File: src/rtl/cam_rx_pkg.sv
`timescale 1ns/1ps
package cam_rx_pkg;

    localparam int unsigned DW      = 32;
    localparam int unsigned LANE_W  = 5;
    localparam int unsigned SETTL_W = 5;
    localparam int unsigned DT_W    = 6;
    localparam int unsigned NL_W    = 2;
    localparam int unsigned DIM_W   = 16;

    // byte offsets
    localparam logic [7:0] OFS_CTRL = 8'h00;
    localparam logic [7:0] OFS_PHY  = 8'h04;
    localparam logic [7:0] OFS_CFG  = 8'h08;
    localparam logic [7:0] OFS_IMSK = 8'h10;
    localparam logic [7:0] OFS_ISRC = 8'h14;
    localparam logic [7:0] OFS_RES  = 8'h2C;

    // control bit positions
    localparam int unsigned CB_EN     = 0;
    localparam int unsigned CB_SRST   = 4;
    localparam int unsigned CB_EXTCLK = 8;
    localparam int unsigned CB_UPD    = 16;
    localparam int unsigned CB_ALIGN  = 20;
    localparam int unsigned CB_SWAP   = 31;

    // stored-field masks
    localparam logic [DW-1:0] CTRL_KEEP = 32'h8010_0101;
    localparam logic [DW-1:0] PHY_KEEP  = 32'hF800_001F;
    localparam logic [DW-1:0] CFG_KEEP  = 32'h0000_00FF;
    localparam logic [DW-1:0] IMSK_KEEP = 32'hF000_103F;
    localparam logic [DW-1:0] ISRC_IMPL = 32'hF000_F03F;

    typedef struct packed {
        logic               en;
        logic               swap;
        logic               align32;
        logic               extclk;
        logic [LANE_W-1:0]  lane_en;
        logic [SETTL_W-1:0] settle;
        logic [DT_W-1:0]    dtype;
        logic [NL_W-1:0]    lanes_m1;
        logic [DIM_W-1:0]   width;
        logic [DIM_W-1:0]   height;
    } cfg_t;

    // one mask bit (12) governs the four start-of-transmission flags 15:12
    function automatic logic [DW-1:0] expand_mask(logic [DW-1:0] m);
        logic [DW-1:0] r;
        r        = m & ~32'h0000_F000;
        r[15:12] = {4{m[12]}};
        return r;
    endfunction

    function automatic cfg_t gather_cfg(logic [DW-1:0] ctrl, logic [DW-1:0] phy,
                                        logic [DW-1:0] cfg, logic [DW-1:0] res);
        cfg_t c;
        c.en       = ctrl[CB_EN];
        c.swap     = ctrl[CB_SWAP];
        c.align32  = ctrl[CB_ALIGN];
        c.extclk   = ctrl[CB_EXTCLK];
        c.lane_en  = phy[LANE_W-1:0];
        c.settle   = phy[31:27];
        c.dtype    = cfg[7:2];
        c.lanes_m1 = cfg[1:0];
        c.width    = res[31:16];
        c.height   = res[15:0];
        return c;
    endfunction

endpackage

File: src/rtl/cam_rx_bus_regs.sv
`timescale 1ns/1ps
module cam_rx_bus_regs
    import cam_rx_pkg::*;
#(
    parameter int unsigned ADDR_W      = 8,
    parameter int unsigned SRST_CYCLES = 4
) (
    input  logic              clk,
    input  logic              rst,
    input  logic              bus_wr,
    input  logic [ADDR_W-1:0] bus_addr,
    input  logic [DW-1:0]     bus_wdata,
    input  logic [DW-1:0]     flags,
    output logic [DW-1:0]     bus_rdata,
    output cfg_t              live_cfg,
    output logic [DW-1:0]     imsk_q,
    output logic [DW-1:0]     clr_vec,
    output logic              upd_pend,
    output logic              srst_busy
);
    localparam int unsigned CNT_W = $clog2(SRST_CYCLES + 1);

    logic [DW-1:0]    ctrl_q, phy_q, cfg_q, res_q;
    logic [CNT_W-1:0] srst_cnt;
    logic             sel_ctrl, sel_phy, sel_cfg, sel_imsk, sel_isrc, sel_res;

    assign sel_ctrl = (bus_addr == ADDR_W'(OFS_CTRL));
    assign sel_phy  = (bus_addr == ADDR_W'(OFS_PHY));
    assign sel_cfg  = (bus_addr == ADDR_W'(OFS_CFG));
    assign sel_imsk = (bus_addr == ADDR_W'(OFS_IMSK));
    assign sel_isrc = (bus_addr == ADDR_W'(OFS_ISRC));
    assign sel_res  = (bus_addr == ADDR_W'(OFS_RES));

    always_ff @(posedge clk) begin
        if (rst) begin
            ctrl_q <= '0;
            phy_q  <= '0;
            cfg_q  <= '0;
            res_q  <= '0;
            imsk_q <= '0;
        end else if (bus_wr) begin
            if (sel_ctrl) ctrl_q <= bus_wdata & CTRL_KEEP;
            if (sel_phy)  phy_q  <= bus_wdata & PHY_KEEP;
            if (sel_cfg)  cfg_q  <= bus_wdata & CFG_KEEP;
            if (sel_res)  res_q  <= bus_wdata;
            if (sel_imsk) imsk_q <= bus_wdata & IMSK_KEEP;
        end
    end

    // action bits: shadow update pulse and self-timed soft reset
    always_ff @(posedge clk) begin
        if (rst) begin
            upd_pend <= 1'b0;
            srst_cnt <= '0;
        end else begin
            upd_pend <= bus_wr && sel_ctrl && bus_wdata[CB_UPD];
            if (bus_wr && sel_ctrl && bus_wdata[CB_SRST])
                srst_cnt <= CNT_W'(SRST_CYCLES);
            else if (srst_cnt != '0)
                srst_cnt <= srst_cnt - 1'b1;
        end
    end

    assign srst_busy = (srst_cnt != '0);
    assign clr_vec   = (bus_wr && sel_isrc) ? bus_wdata : '0;
    assign live_cfg  = gather_cfg(ctrl_q, phy_q, cfg_q, res_q);

    always_comb begin
        bus_rdata = '0;
        if (sel_ctrl) begin
            bus_rdata           = ctrl_q;
            bus_rdata[CB_UPD]   = upd_pend;
            bus_rdata[CB_SRST]  = srst_busy;
        end
        if (sel_phy)  bus_rdata = phy_q;
        if (sel_cfg)  bus_rdata = cfg_q;
        if (sel_res)  bus_rdata = res_q;
        if (sel_imsk) bus_rdata = imsk_q;
        if (sel_isrc) bus_rdata = flags;
    end
endmodule

File: src/rtl/cam_rx_shadow.sv
`timescale 1ns/1ps
module cam_rx_shadow
    import cam_rx_pkg::*;
(
    input  logic clk,
    input  logic rst,
    input  logic srst_busy,
    input  logic upd_pend,
    input  cfg_t live_cfg,
    output cfg_t shd_cfg
);
    always_ff @(posedge clk) begin
        if (rst || srst_busy)
            shd_cfg <= '0;
        else if (upd_pend)
            shd_cfg <= live_cfg;
    end
endmodule

File: src/rtl/cam_rx_irq.sv
`timescale 1ns/1ps
module cam_rx_irq
    import cam_rx_pkg::*;
(
    input  logic          clk,
    input  logic          rst,
    input  logic          srst_busy,
    input  logic [DW-1:0] evt_in,
    input  logic [DW-1:0] clr_vec,
    input  logic [DW-1:0] imsk_q,
    output logic [DW-1:0] flags,
    output logic          irq
);
    for (genvar i = 0; i < int'(DW); i++) begin : g_flag
        if (ISRC_IMPL[i]) begin : g_impl
            always_ff @(posedge clk) begin
                if (rst || srst_busy)
                    flags[i] <= 1'b0;
                else if (evt_in[i])
                    flags[i] <= 1'b1;
                else if (clr_vec[i])
                    flags[i] <= 1'b0;
            end
        end else begin : g_none
            assign flags[i] = 1'b0;
        end
    end

    assign irq = |(flags & expand_mask(imsk_q));
endmodule

File: src/rtl/cam_rx_regfile.sv
`timescale 1ns/1ps
module cam_rx_regfile
    import cam_rx_pkg::*;
#(
    parameter int unsigned ADDR_W      = 8,
    parameter int unsigned SRST_CYCLES = 4
) (
    input  logic                 clk,
    input  logic                 rst,
    input  logic                 bus_wr,
    input  logic [ADDR_W-1:0]    bus_addr,
    input  logic [DW-1:0]        bus_wdata,
    output logic [DW-1:0]        bus_rdata,
    input  logic [DW-1:0]        evt_in,
    output logic                 core_rst,
    output logic                 rx_enable,
    output logic                 rx_pol_swap,
    output logic                 rx_align32,
    output logic                 rx_ext_clk,
    output logic [LANE_W-1:0]    rx_lane_en,
    output logic [SETTL_W-1:0]   rx_settle,
    output logic [DT_W-1:0]      rx_dtype,
    output logic [NL_W-1:0]      rx_lanes_m1,
    output logic [DIM_W-1:0]     rx_width,
    output logic [DIM_W-1:0]     rx_height,
    output logic                 irq
);
    cfg_t          live_cfg, shd_cfg;
    logic [DW-1:0] imsk_q, clr_vec, isrc_q;
    logic          upd_pend, srst_busy;

    cam_rx_bus_regs #(.ADDR_W(ADDR_W), .SRST_CYCLES(SRST_CYCLES)) u_regs (
        .clk(clk), .rst(rst), .bus_wr(bus_wr), .bus_addr(bus_addr),
        .bus_wdata(bus_wdata), .flags(isrc_q), .bus_rdata(bus_rdata),
        .live_cfg(live_cfg), .imsk_q(imsk_q), .clr_vec(clr_vec),
        .upd_pend(upd_pend), .srst_busy(srst_busy)
    );

    cam_rx_shadow u_shadow (
        .clk(clk), .rst(rst), .srst_busy(srst_busy), .upd_pend(upd_pend),
        .live_cfg(live_cfg), .shd_cfg(shd_cfg)
    );

    cam_rx_irq u_irq (
        .clk(clk), .rst(rst), .srst_busy(srst_busy), .evt_in(evt_in),
        .clr_vec(clr_vec), .imsk_q(imsk_q), .flags(isrc_q), .irq(irq)
    );

    assign core_rst    = srst_busy;
    assign rx_enable   = shd_cfg.en;
    assign rx_pol_swap = shd_cfg.swap;
    assign rx_align32  = shd_cfg.align32;
    assign rx_ext_clk  = shd_cfg.extclk;
    assign rx_lane_en  = shd_cfg.lane_en;
    assign rx_settle   = shd_cfg.settle;
    assign rx_dtype    = shd_cfg.dtype;
    assign rx_lanes_m1 = shd_cfg.lanes_m1;
    assign rx_width    = shd_cfg.width;
    assign rx_height   = shd_cfg.height;
endmodule

File: config.mk
export PLATFORM = sky130hd
export DESIGN_NAME = cam_rx_regfile
export DESIGN_NICKNAME = d
export VERILOG_FILES = /design/src/rtl/cam_rx_pkg.sv /design/src/rtl/cam_rx_bus_regs.sv /design/src/rtl/cam_rx_shadow.sv /design/src/rtl/cam_rx_irq.sv /design/src/rtl/cam_rx_regfile.sv
export SDC_FILE = /design/constraint.sdc
export NUM_CORES = 1
export LEC_CHECK = 0
export ABC_CLOCK_PERIOD_IN_PS = 2000
export BUFFER_PORTS_ARGS = -buffer_cell sky130_fd_sc_hd__buf_2
export CORE_MARGIN = 4
export CORE_UTILIZATION = 53
export CTS_CLUSTER_SIZE = 8
export DETAILED_ROUTE_END_ITERATION = 8
export GPL_TIMING_DRIVEN = 0
export PLACE_DENSITY_LB_ADDON = 0.08
export SLEW_MARGIN = 20
export SYNTH_ARGS = -nofsm -noshare
export SYNTH_HDL_FRONTEND = slang
export SYNTH_HIERARCHICAL = 1
export SYNTH_SLANG_ARGS = --single-unit
File: constraint.sdc
create_clock -name clk -period 2 [get_ports clk]
set_input_delay 0 -clock clk [delete_from_list [all_inputs] [get_ports clk]]
set_output_delay 0 -clock clk [all_outputs]
set_load 0.03 [all_outputs]
==> impl_metrics.csv, run 1 <==
group,metric,value,unit
outcome,status,"finished, final reports clean",
placed_design,port_buffers,141,
hold_path,hold_path_class,"input pin to flop",
timing,finalHoldViolCount,0,
drt,first_pass_iters,5,
die,dieHeight,116,um
drt,drc,0,
timing,fmax,516,MHz
critical_path,path_buf_inv,2,
yosys,syn_area,6210,um^2
critical_path,critPathCaptureType,"output pin",
critical_path,path_cells,"inv_2 > ha_4 > ha_4 > or2_4 > a21o_1 > a21oi_2 > o22a_1 > buf_6",
die,start_util,54.2,%
layout,nets,1004,
global_route,first_global_vias,5716,
yosys,syn-mean-instance-area,8.90,um^2
drt,post_drt_wl_per_cell,18.7,um
drt,vias,5914,
timing,slew_headroom,46.4,%
critical_path,critPathLaunchType,"flop",
drt,routed_via_density,5.47,
die,fp.dieArea,13500,um^2
global_route,track_usage,30.3,%
timing,period_share,96.9,%
global_route,grt_max_degree,17,
yosys,ys_warn_count,6,
timing,finalMaxSlewViolations,0,
clocking,cts-root-buf,"clkbuf_16",
die,die_w,116,um
clocking,cts.path.max_buffers,2,
clocking,clock_latency,420,ps
layout,n_antenna_cell,0,
critical_path,crit_family,"compound AO/OA/AOI/OAI gates",
power,power,7.20,mW
timing,rsz0062_at_grt,"no",
layout,stdcell_area,8340,um^2
clocking,cts_buffers,17,
critical_path,path_class,"flop to output pin",
critical_path,cpPeakStageDelay,330,ps
placed_design,place_congestion,0.947,
timing,tightestPinTransition,804,ps
global_route,gr-total-overflow,0,
timing,finalSetupViolCount,0,
die,core_area,11500,um^2
die,rows,39,
drt,drt_iter0_drc,544,
drt,drt-total-wl,20.2,mm
clocking,cts_tree,"done",
global_route,grt_pass1_wl,30.8,mm
layout,fill_cells,881,
critical_path,cp_slowest_cell,"dfxtp_2",
critical_path,worstPathArrival,1940,ps
critical_path,worst_path_most_repeated_cell,"ha_4",
power,ir_worst_vdd,915,uV
layout,drive_gt1_share,26.1,%
clocking,clk_pin_slew,50,ps
placed_design,place_area,7160,um^2
power,power.density,863,nW/um^2
timing,finalCriticalPeriod,1940,ps
global_route,antenna_found_initial,0,
placed_design,place_hpwl,14.2,mm
timing,setup_ws,61.3,ps
clocking,clkSinkCount,137,
yosys,synthCells,698,
power,p_leak,3.60,nW
run,drv_cap,0,
clocking,htreeDepth,4,
critical_path,crit_path_max_fanout,2,
die,ioPinCount,163,
layout,syn_to_final_growth,34.3,%
placed_design,place_ws,-243,ps
layout,fin_util,72.7,%
timing,fin_worst_skew,8.05,ps
critical_path,critPathRequiredTime,2000,ps
drt,antenna_left,0,
[flip-flops by register name (all words and copies together), names as in the netlist]
signal            flops
u_regs/cfg_q          8
u_shadow/shd_cfg     54
u_regs/upd_pend       1
u_regs/srst_cnt       3
u_irq/flags          14
u_regs/ctrl_q         4
u_regs/res_q         32
u_regs/imsk_q        11
u_regs/phy_q         10
[routing by layer]
layer	vias to the layer above	global-route usage [%]	wire length [um]
met1	2812	39.1	8660
met2	274	49.9	9690
li1	2804	-	-
met5	-	0	0
met4	0	10.5	348
met3	24	6.84	1510
[report_power, final]
part | internal [mW] | total [mW] | leakage [nW] | switching, mW
Combinational | 0.453 | 1.03 | 2.19 | 0.574
Sequential | 2.83 | 2.91 | 1.11 | 0.0799
Clock | 2.14 | 3.26 | 0.305 | 1.12
[worst register-to-register path: cells and delay by family, from the launching register on]
family / cells / cell delay [ps]
buffers and inverters: 5 / 630
adders and majority gates: 2 / 290
and+or+nand+nor: 2 / 370
DFF: 1 / 320
[final timing paths]
check / startpoint / endpoint / slack (ps) / depth (start not counted)
max: u_regs/srst_cnt[1] / bus_rdata[4] / 60 / 8
min: rst / u_irq/flags[15] / 30 / 4
max reg2reg: u_regs/srst_cnt[1] / u_shadow/shd_cfg[7] / 330 / 9
min reg2reg: u_regs/res_q[26] / u_regs/res_q[26] / 470 / 2
[area by class of cell]
class / instances / area, um^2 / share of cell area, %
plain buffers: 67 / 472 / 5.65
clock buffers: 23 / 468 / 5.61
clock inverters: 9 / 145 / 1.74
inverters: 23 / 86.3 / 1.03
multi-input cells: 487 / 3030 / 36.3
flip-flops and latches: 137 / 2750 / 32.9
well taps: 143 / 179 / 2.14
repair buffers: 193 / 1220 / 14.6
[cell usage in the layout (no fill, tap or decap), types with 3 or more instances in the layout]
master	instances
a21o_1	3
a21oi_1	52
a22o_1	15
a22oi_1	7
a32o_1	3
a32oi_1	6
and2_1	13
and3_1	3
buf_2	149
buf_4	23
buf_6	18
bufinv_16	4
clkbuf_1	20
clkbuf_16	17
clkbuf_2	5
clkinv_2	5
conb_1	18
dfxtp_1	135
dlygate4sd3_1	47
inv_1	21
mux2i_1	92
nand2_1	86
nand3_1	3
nand3b_1	4
nand4_1	5
nor2_1	109
nor2_2	3
nor2b_1	7
nor3_1	8
nor4_1	3
o21ai_0	8
o311ai_0	3
[timing repair]
action / CTS / global route
setup endpoints to repair: 11 / 27
hold buffers: 47 / 0
setup buffers: 3 / 2
endpoints found under the hold margin: 80 / 0
pin swaps: 2 / 5
gates resized for setup: 9 / 14
[per-stage QoR]
step | hold WS (ps) | cells | setup TNS [ps]
after floorplan | 117 | 715 | 0
after detailed placement | 219 | 999 | -2990
final | 27.5 | 1082 | 0
after global routing | 38.4 | 1082 | 0
after CTS | 11.6 | 1081 | -49.0
after global placement | 209 | 999 | -3140
Note: power is estimated with default switching activity, not from simulation.
==> inputs of run 2 (changes only) <==
- CORE_UTILIZATION: 53 -> 52
- SYNTH_HIERARCHICAL: 1 -> not set
==> impl_metrics.csv, run 2 <==
group,metric,value,unit
timing,finalHoldViolCount,0,
yosys,synth_cell_types,49,
timing,finalMaxSlewViolations,0,
placed_design,port_buffers,141,
yosys,syn-mean-instance-area,8.92,um^2
yosys,async_flop_share,0,%
outcome,status,"finished, final reports clean",
layout,final_cell_mix,"159 x buf_2, 137 x dfxtp_1, 103 x nand2_1",
layout,layout_commonest_cell,"buf_2",
yosys,ys_warn_count,0,
yosys,yosys-top-cells-area,"dfxtp_1 47%, mux2i_1 13%, nand2_1 6.7%, a21oi_1 6.1%, nor2_1 6.0%",
layout,syn_to_final_growth,36.7,%
timing,slew_headroom,33.4,%
die,rows,38,
yosys,synth.most_common_cell,"dfxtp_1",
layout,drive_gt1_share,24.8,%
yosys,syn_nets,725,
yosys,synth_top_area_cell,"dfxtp_1",
clocking,clock_latency,540,ps
critical_path,path_buf_inv,4,
yosys,yosysSeqAreaShare,47.5,%
critical_path,critPathLaunchType,"flop",
layout,seq_area,2740,um^2
critical_path,reg2reg_from,"u_regs.srst_cnt[0]",
drt,drt-total-wl,19.7,mm
power,ir_worst_vdd,863,uV
drt,drt_iter0_drc,440,
drt,routed_via_density,5.57,
clocking,clkSinkCount,137,
die,dieHeight,113,um
yosys,syn_area,5770,um^2
hold_path,holdPathStages,5,
global_route,grt_max_degree,17,
critical_path,critPathCaptureType,"flop",
critical_path,rr_worst_depth,8,
yosys,synth_ff_type,"dfxtp_1",
hold_path,worstHoldEndpoint,"u_regs.imsk_q[31]",
timing,tns,0,ps
layout,largest_register,"u_shadow.shd_cfg",
critical_path,worst_path_most_repeated_cell,"buf_2",
yosys,synth_edf_count,0,
hold_path,hold_path_class,"input pin to flop",
drt,vias,5695,
die,die_w,113,um
die,core_area,10800,um^2
timing,fmax,525,MHz
die,start_util,53.3,%
die,fp.dieArea,12900,um^2
critical_path,path_class,"flop to flop",
layout,multi_input_area,2750,um^2
critical_path,cp_slowest_cell,"buf_2",
layout,largestRegisters,"u_shadow.shd_cfg x54, u_regs.res_q x32, u_irq.flags x14",
timing,fin_worst_skew,5.71,ps
clocking,cts.path.max_buffers,2,
yosys,synthCells,647,
critical_path,worstPathArrival,2320,ps
critical_path,cpPeakStageDelay,350,ps
die,ioPinCount,163,
global_route,first_global_vias,5767,
layout,fill_cells,831,
placed_design,place_hpwl,13.2,mm
yosys,yosys.area.top_type_share,47.5,%
placed_design,placedCellCount,928,
clocking,clk_pin_slew,60,ps
global_route,antenna_found_initial,0,
clocking,cts_buffers,17,
critical_path,crit_family,"buffers and inverters",
yosys,synth-seq-cells,137,
drt,antenna_left,0,
timing,period_share,95.3,%
drt,post_drt_wl_per_cell,19.2,um
global_route,gr-total-overflow,0,
critical_path,critPathRequiredTime,2410,ps
timing,finalCriticalPeriod,1910,ps
drt,drc,0,
yosys,ys_top_cells_by_count,"137 x dfxtp_1, 103 x nand2_1, 93 x nor2_1, 74 x mux2i_1, 70 x a21oi_1",
clocking,cts-root-buf,"clkbuf_8",
critical_path,path_cells,"inv_1 > ha_2 > ha_4 > nand2b_1 > clkbuf_1 > buf_2 > buf_2 > nor2_1",
layout,largest_reg_flops,54,
layout,layout.cells.non_filler,1023,
clocking,htreeDepth,4,
power,power.density,878,nW/um^2
power,p_leak,3.29,nW
global_route,grt_pass1_wl,30.6,mm
timing,finalSetupViolCount,0,
critical_path,rr_endpoint,"u_shadow.shd_cfg[37]",
global_route,track_usage,31.1,%
run,drv_cap,0,
layout,n_antenna_cell,0,
layout,nets,948,
drt,first_pass_iters,6,
critical_path,crit_path_max_fanout,10,
placed_design,place_congestion,0.904,
hold_path,hp-start,"bus_addr[7]",
clocking,cts_tree,"done",
critical_path,r2r_slack,90,ps
timing,tightestPinTransition,999,ps
run 2: how the worst max path moves through the flow:
stage / startpoint / endpoint / slack (ps) / cells after the start
global placement: u_regs.srst_cnt[0] / u_shadow.shd_cfg[46] / -400 / 9
global route: u_regs.srst_cnt[0] / u_shadow.shd_cfg[37] / -2 / 8
finish: u_regs.srst_cnt[0] / u_shadow.shd_cfg[37] / 90 / 8
detailed placement: u_regs.srst_cnt[0] / u_irq.flags[28] / -500 / 9
CTS: u_regs.srst_cnt[0] / bus_rdata[4] / 9 / 7
floorplan: u_regs.srst_cnt[0] / u_irq.flags[28] / 190 / 9
run 2: timing repair:
item                       CTS  global route
gates resized for setup      9             3
gates cloned                 0             0
setup endpoints to repair   57            24
hold buffers                62             0
hold endpoints to repair    83             0
pin swaps                    0             2
buffers inserted             0             2
run 2: routing by layer:
layer	up-vias	GRT usage [%]	wire length, um
li1	2681	-	-
met1	2706	38.2	8160
met2	246	51.7	9420
met3	62	6.79	1380
met4	0	15.3	726
met5	-	0	0
run 2: where the power goes:
group	switching (mW)	leakage, nW	internal (mW)
Sequential	0.0712	1.11	2.82
Combinational	0.561	1.91	0.373
Clock	1.14	0.280	1.97
Total	1.77	3.29	5.16
run 2: layout make-up:
class,count,area share (%)
sequential,137,34.7
inverter,6,0.285
multi-input combinational,454,34.8
clock inverter,7,1.47
tap,140,2.22
clock buffer,25,5.88
timing repair buffer,205,17.0
buffer,49,3.60
run 2: metrics by stage:
step                      worst slack, ps  area (um^2)  utilization (%)  total power [mW]  hold WS (ps)
final                                94.8         7900             72.8              6.93          24.8
after global routing                -2.18         7900             72.8              7.13          55.0
after CTS                            8.67         7870             72.6              6.87          3.35
after detailed placement             -500         6660             61.4              3.64           217
after global placement               -401         6660             61.4              3.62           215
after floorplan                       189         5770                -              3.33           117
run 2: worst register-to-register path: stages (launching register included):
cell and delay [ps]:
dfxtp_1 340, inv_1 50, ha_2 200, ha_4 190, nand2b_1 70, clkbuf_1 190, buf_2 280, buf_2 350
nor2_1 100
run 2: logic make-up after synthesis:
family	Yosys count	share of synthesized area (%)
compound gates	113	12.4
xor+xnor	1	0.152
flops	137	47.5
simple gates	263	21.2
buf+inv	56	5.27
fa+ha+maj	3	0.650
mux	74	12.8
==> inputs of run 3 (changes only) <==
- GPL_ROUTABILITY_DRIVEN: not set -> 0
- MAX_ROUTING_LAYER: not set -> met4
- SKIP_CTS_REPAIR_TIMING: not set -> 1
==> impl_metrics.csv, run 3 (same netlist as run 2, synthesis figures left out) <==
group,metric,value,unit
power,ir_worst_vdd,654,uV
timing,finalHoldViolCount,1,
placed_design,port_buffers,141,
global_route,track_usage,29.1,%
critical_path,worstPathArrival,1900,ps
critical_path,critPathCaptureType,"output pin",
timing,whs,-11.0,ps
die,ioPinCount,163,
critical_path,reg2reg_from,"u_regs.srst_cnt[1]",
layout,largest_reg_flops,54,
critical_path,rr_endpoint,"u_shadow.shd_cfg[47]",
outcome,status,"finished, violations left",
drt,routed_via_density,5.53,
die,rows,38,
layout,largest_register,"u_shadow.shd_cfg",
timing,period_share,94.9,%
critical_path,r2r_slack,190,ps
timing,fin_worst_skew,7.75,ps
global_route,gr-total-overflow,0,
drt,antenna_left,0,
critical_path,critPathRequiredTime,2000,ps
drt,post_drt_wl_per_cell,18.7,um
global_route,grt_pass1_wl,28.0,mm
placed_design,place_hpwl,13.1,mm
die,dieHeight,113,um
layout,layout_commonest_cell,"buf_2",
clocking,cts.path.max_buffers,2,
layout,nets,947,
drt,vias,5637,
layout,largestRegisters,"u_shadow.shd_cfg x54, u_regs.res_q x32, u_irq.flags x14",
timing,slew_headroom,34.1,%
placed_design,placedCellCount,928,
drt,drt-total-wl,19.0,mm
hold_path,hold_path_class,"input pin to flop",
layout,layout.cells.non_filler,1020,
clocking,clkSinkCount,137,
clocking,cts_buffers,17,
timing,finalMaxSlewViolations,0,
critical_path,critPathLaunchType,"flop",
critical_path,path_class,"flop to output pin",
die,core_area,10800,um^2
timing,rsz0062_at_grt,"no",
global_route,antenna_found_initial,0,
timing,finalSetupViolCount,0,
timing,setup_ws,103,ps
power,p_leak,3.28,nW
power,power,6.85,mW
placed_design,place_ws,-458,ps
power,power.density,872,nW/um^2
timing,fmax,527,MHz
clocking,cts-root-buf,"clkbuf_8",
clocking,htreeDepth,4,
clocking,clk_pin_slew,60,ps
drt,drc,0,
die,fp.dieArea,12900,um^2
layout,n_antenna_cell,0,
die,die_w,113,um
critical_path,rr_worst_depth,8,
timing,tightestPinTransition,988,ps
global_route,grt_max_degree,17,
drt,drt_iter0_drc,579,
outcome,violations,"negative hold slack",
layout,syn_to_final_growth,36.2,%
critical_path,crit_path_max_fanout,10,
layout,drive_gt1_share,25.1,%
layout,fill_cells,878,
hold_path,hp-start,"bus_addr[6]",
hold_path,worstHoldEndpoint,"u_regs.imsk_q[31]",
die,start_util,53.3,%
drt,first_pass_iters,7,
run,drv_cap,0,
timing,finalCriticalPeriod,1900,ps
global_route,first_global_vias,5275,
layout,final_cell_mix,"159 x buf_2, 136 x dfxtp_1, 103 x nand2_1",
clocking,cts_tree,"done",
hold_path,holdPathStages,5,
clocking,clock_latency,530,ps
==> run 3: cell types whose count changed in the layout (fill, tap and decap cells not counted), sizes merged <==
cell         previous run  this run
clkbuf                 41        37
dlygate4sd3            62        60
buf                   176       177
clkinv                  3         4
clkinvlp                1         2
==> run 3: routing by layer <==
layer  track usage [%]  part of all wire [%]  up-vias
met4              10.7                   2.7        0
met2              46.4                    48      261
met5                 -                     0        -
met1              36.5                    42     2655
met3              6.26                   7.3       43
li1                  -                     -     2678
==> run 3: how the worst max path moves through the flow <==
stage                                  start                    to  slack (ps)  depth (start not counted)
after CTS                 u_regs.srst_cnt[0]  u_shadow.shd_cfg[45]        -460                          9
after global placement    u_regs.srst_cnt[0]  u_shadow.shd_cfg[46]        -400                          9
after global routing      u_regs.srst_cnt[1]          bus_rdata[4]          10                          7
final                        u_regs.upd_pend         bus_rdata[16]         100                          4
after detailed placement  u_regs.srst_cnt[0]  u_shadow.shd_cfg[45]        -460                          9
after floorplan           u_regs.srst_cnt[0]       u_irq.flags[28]         190                          9
==> run 3: cell type report <==
type	count	area (um^2)	area share [%]
flip-flops and latches	137	2740	34.9
repair buffers	204	1330	16.9
well taps	140	175	2.23
plain buffers	49	284	3.61
multi-input cells	454	2740	34.9
clock inverters	9	125	1.59
inverters	6	22.5	0.286
clock buffers	21	439	5.58
==> run 3: per-stage QoR <==
stage	TNS [ps]	utilization (%)	area [um^2]	hold WS, ps
finish	0	72.5	7860	-11.0
detailed placement	-10030	61.4	6660	215
global route	0	72.5	7860	33.9
floorplan	0	-	5770	117
CTS	-11470	66.6	7220	-330
global placement	-8430	61.4	6660	208
==> run 3: where the power goes <==
part | internal (mW) | total, mW | switching (mW)
combinational | 0.382 | 0.929 | 0.547
clock | 1.91 | 3.03 | 1.13
sequential | 2.82 | 2.89 | 0.0685
total | 5.11 | 6.85 | 1.74
==> run 3: worst max-delay path: stages (launching register included) <==
cell	delay (ps)
dfxtp_1	300
buf_2	240
buf_2	420
a22o_1	220
buf_2	200
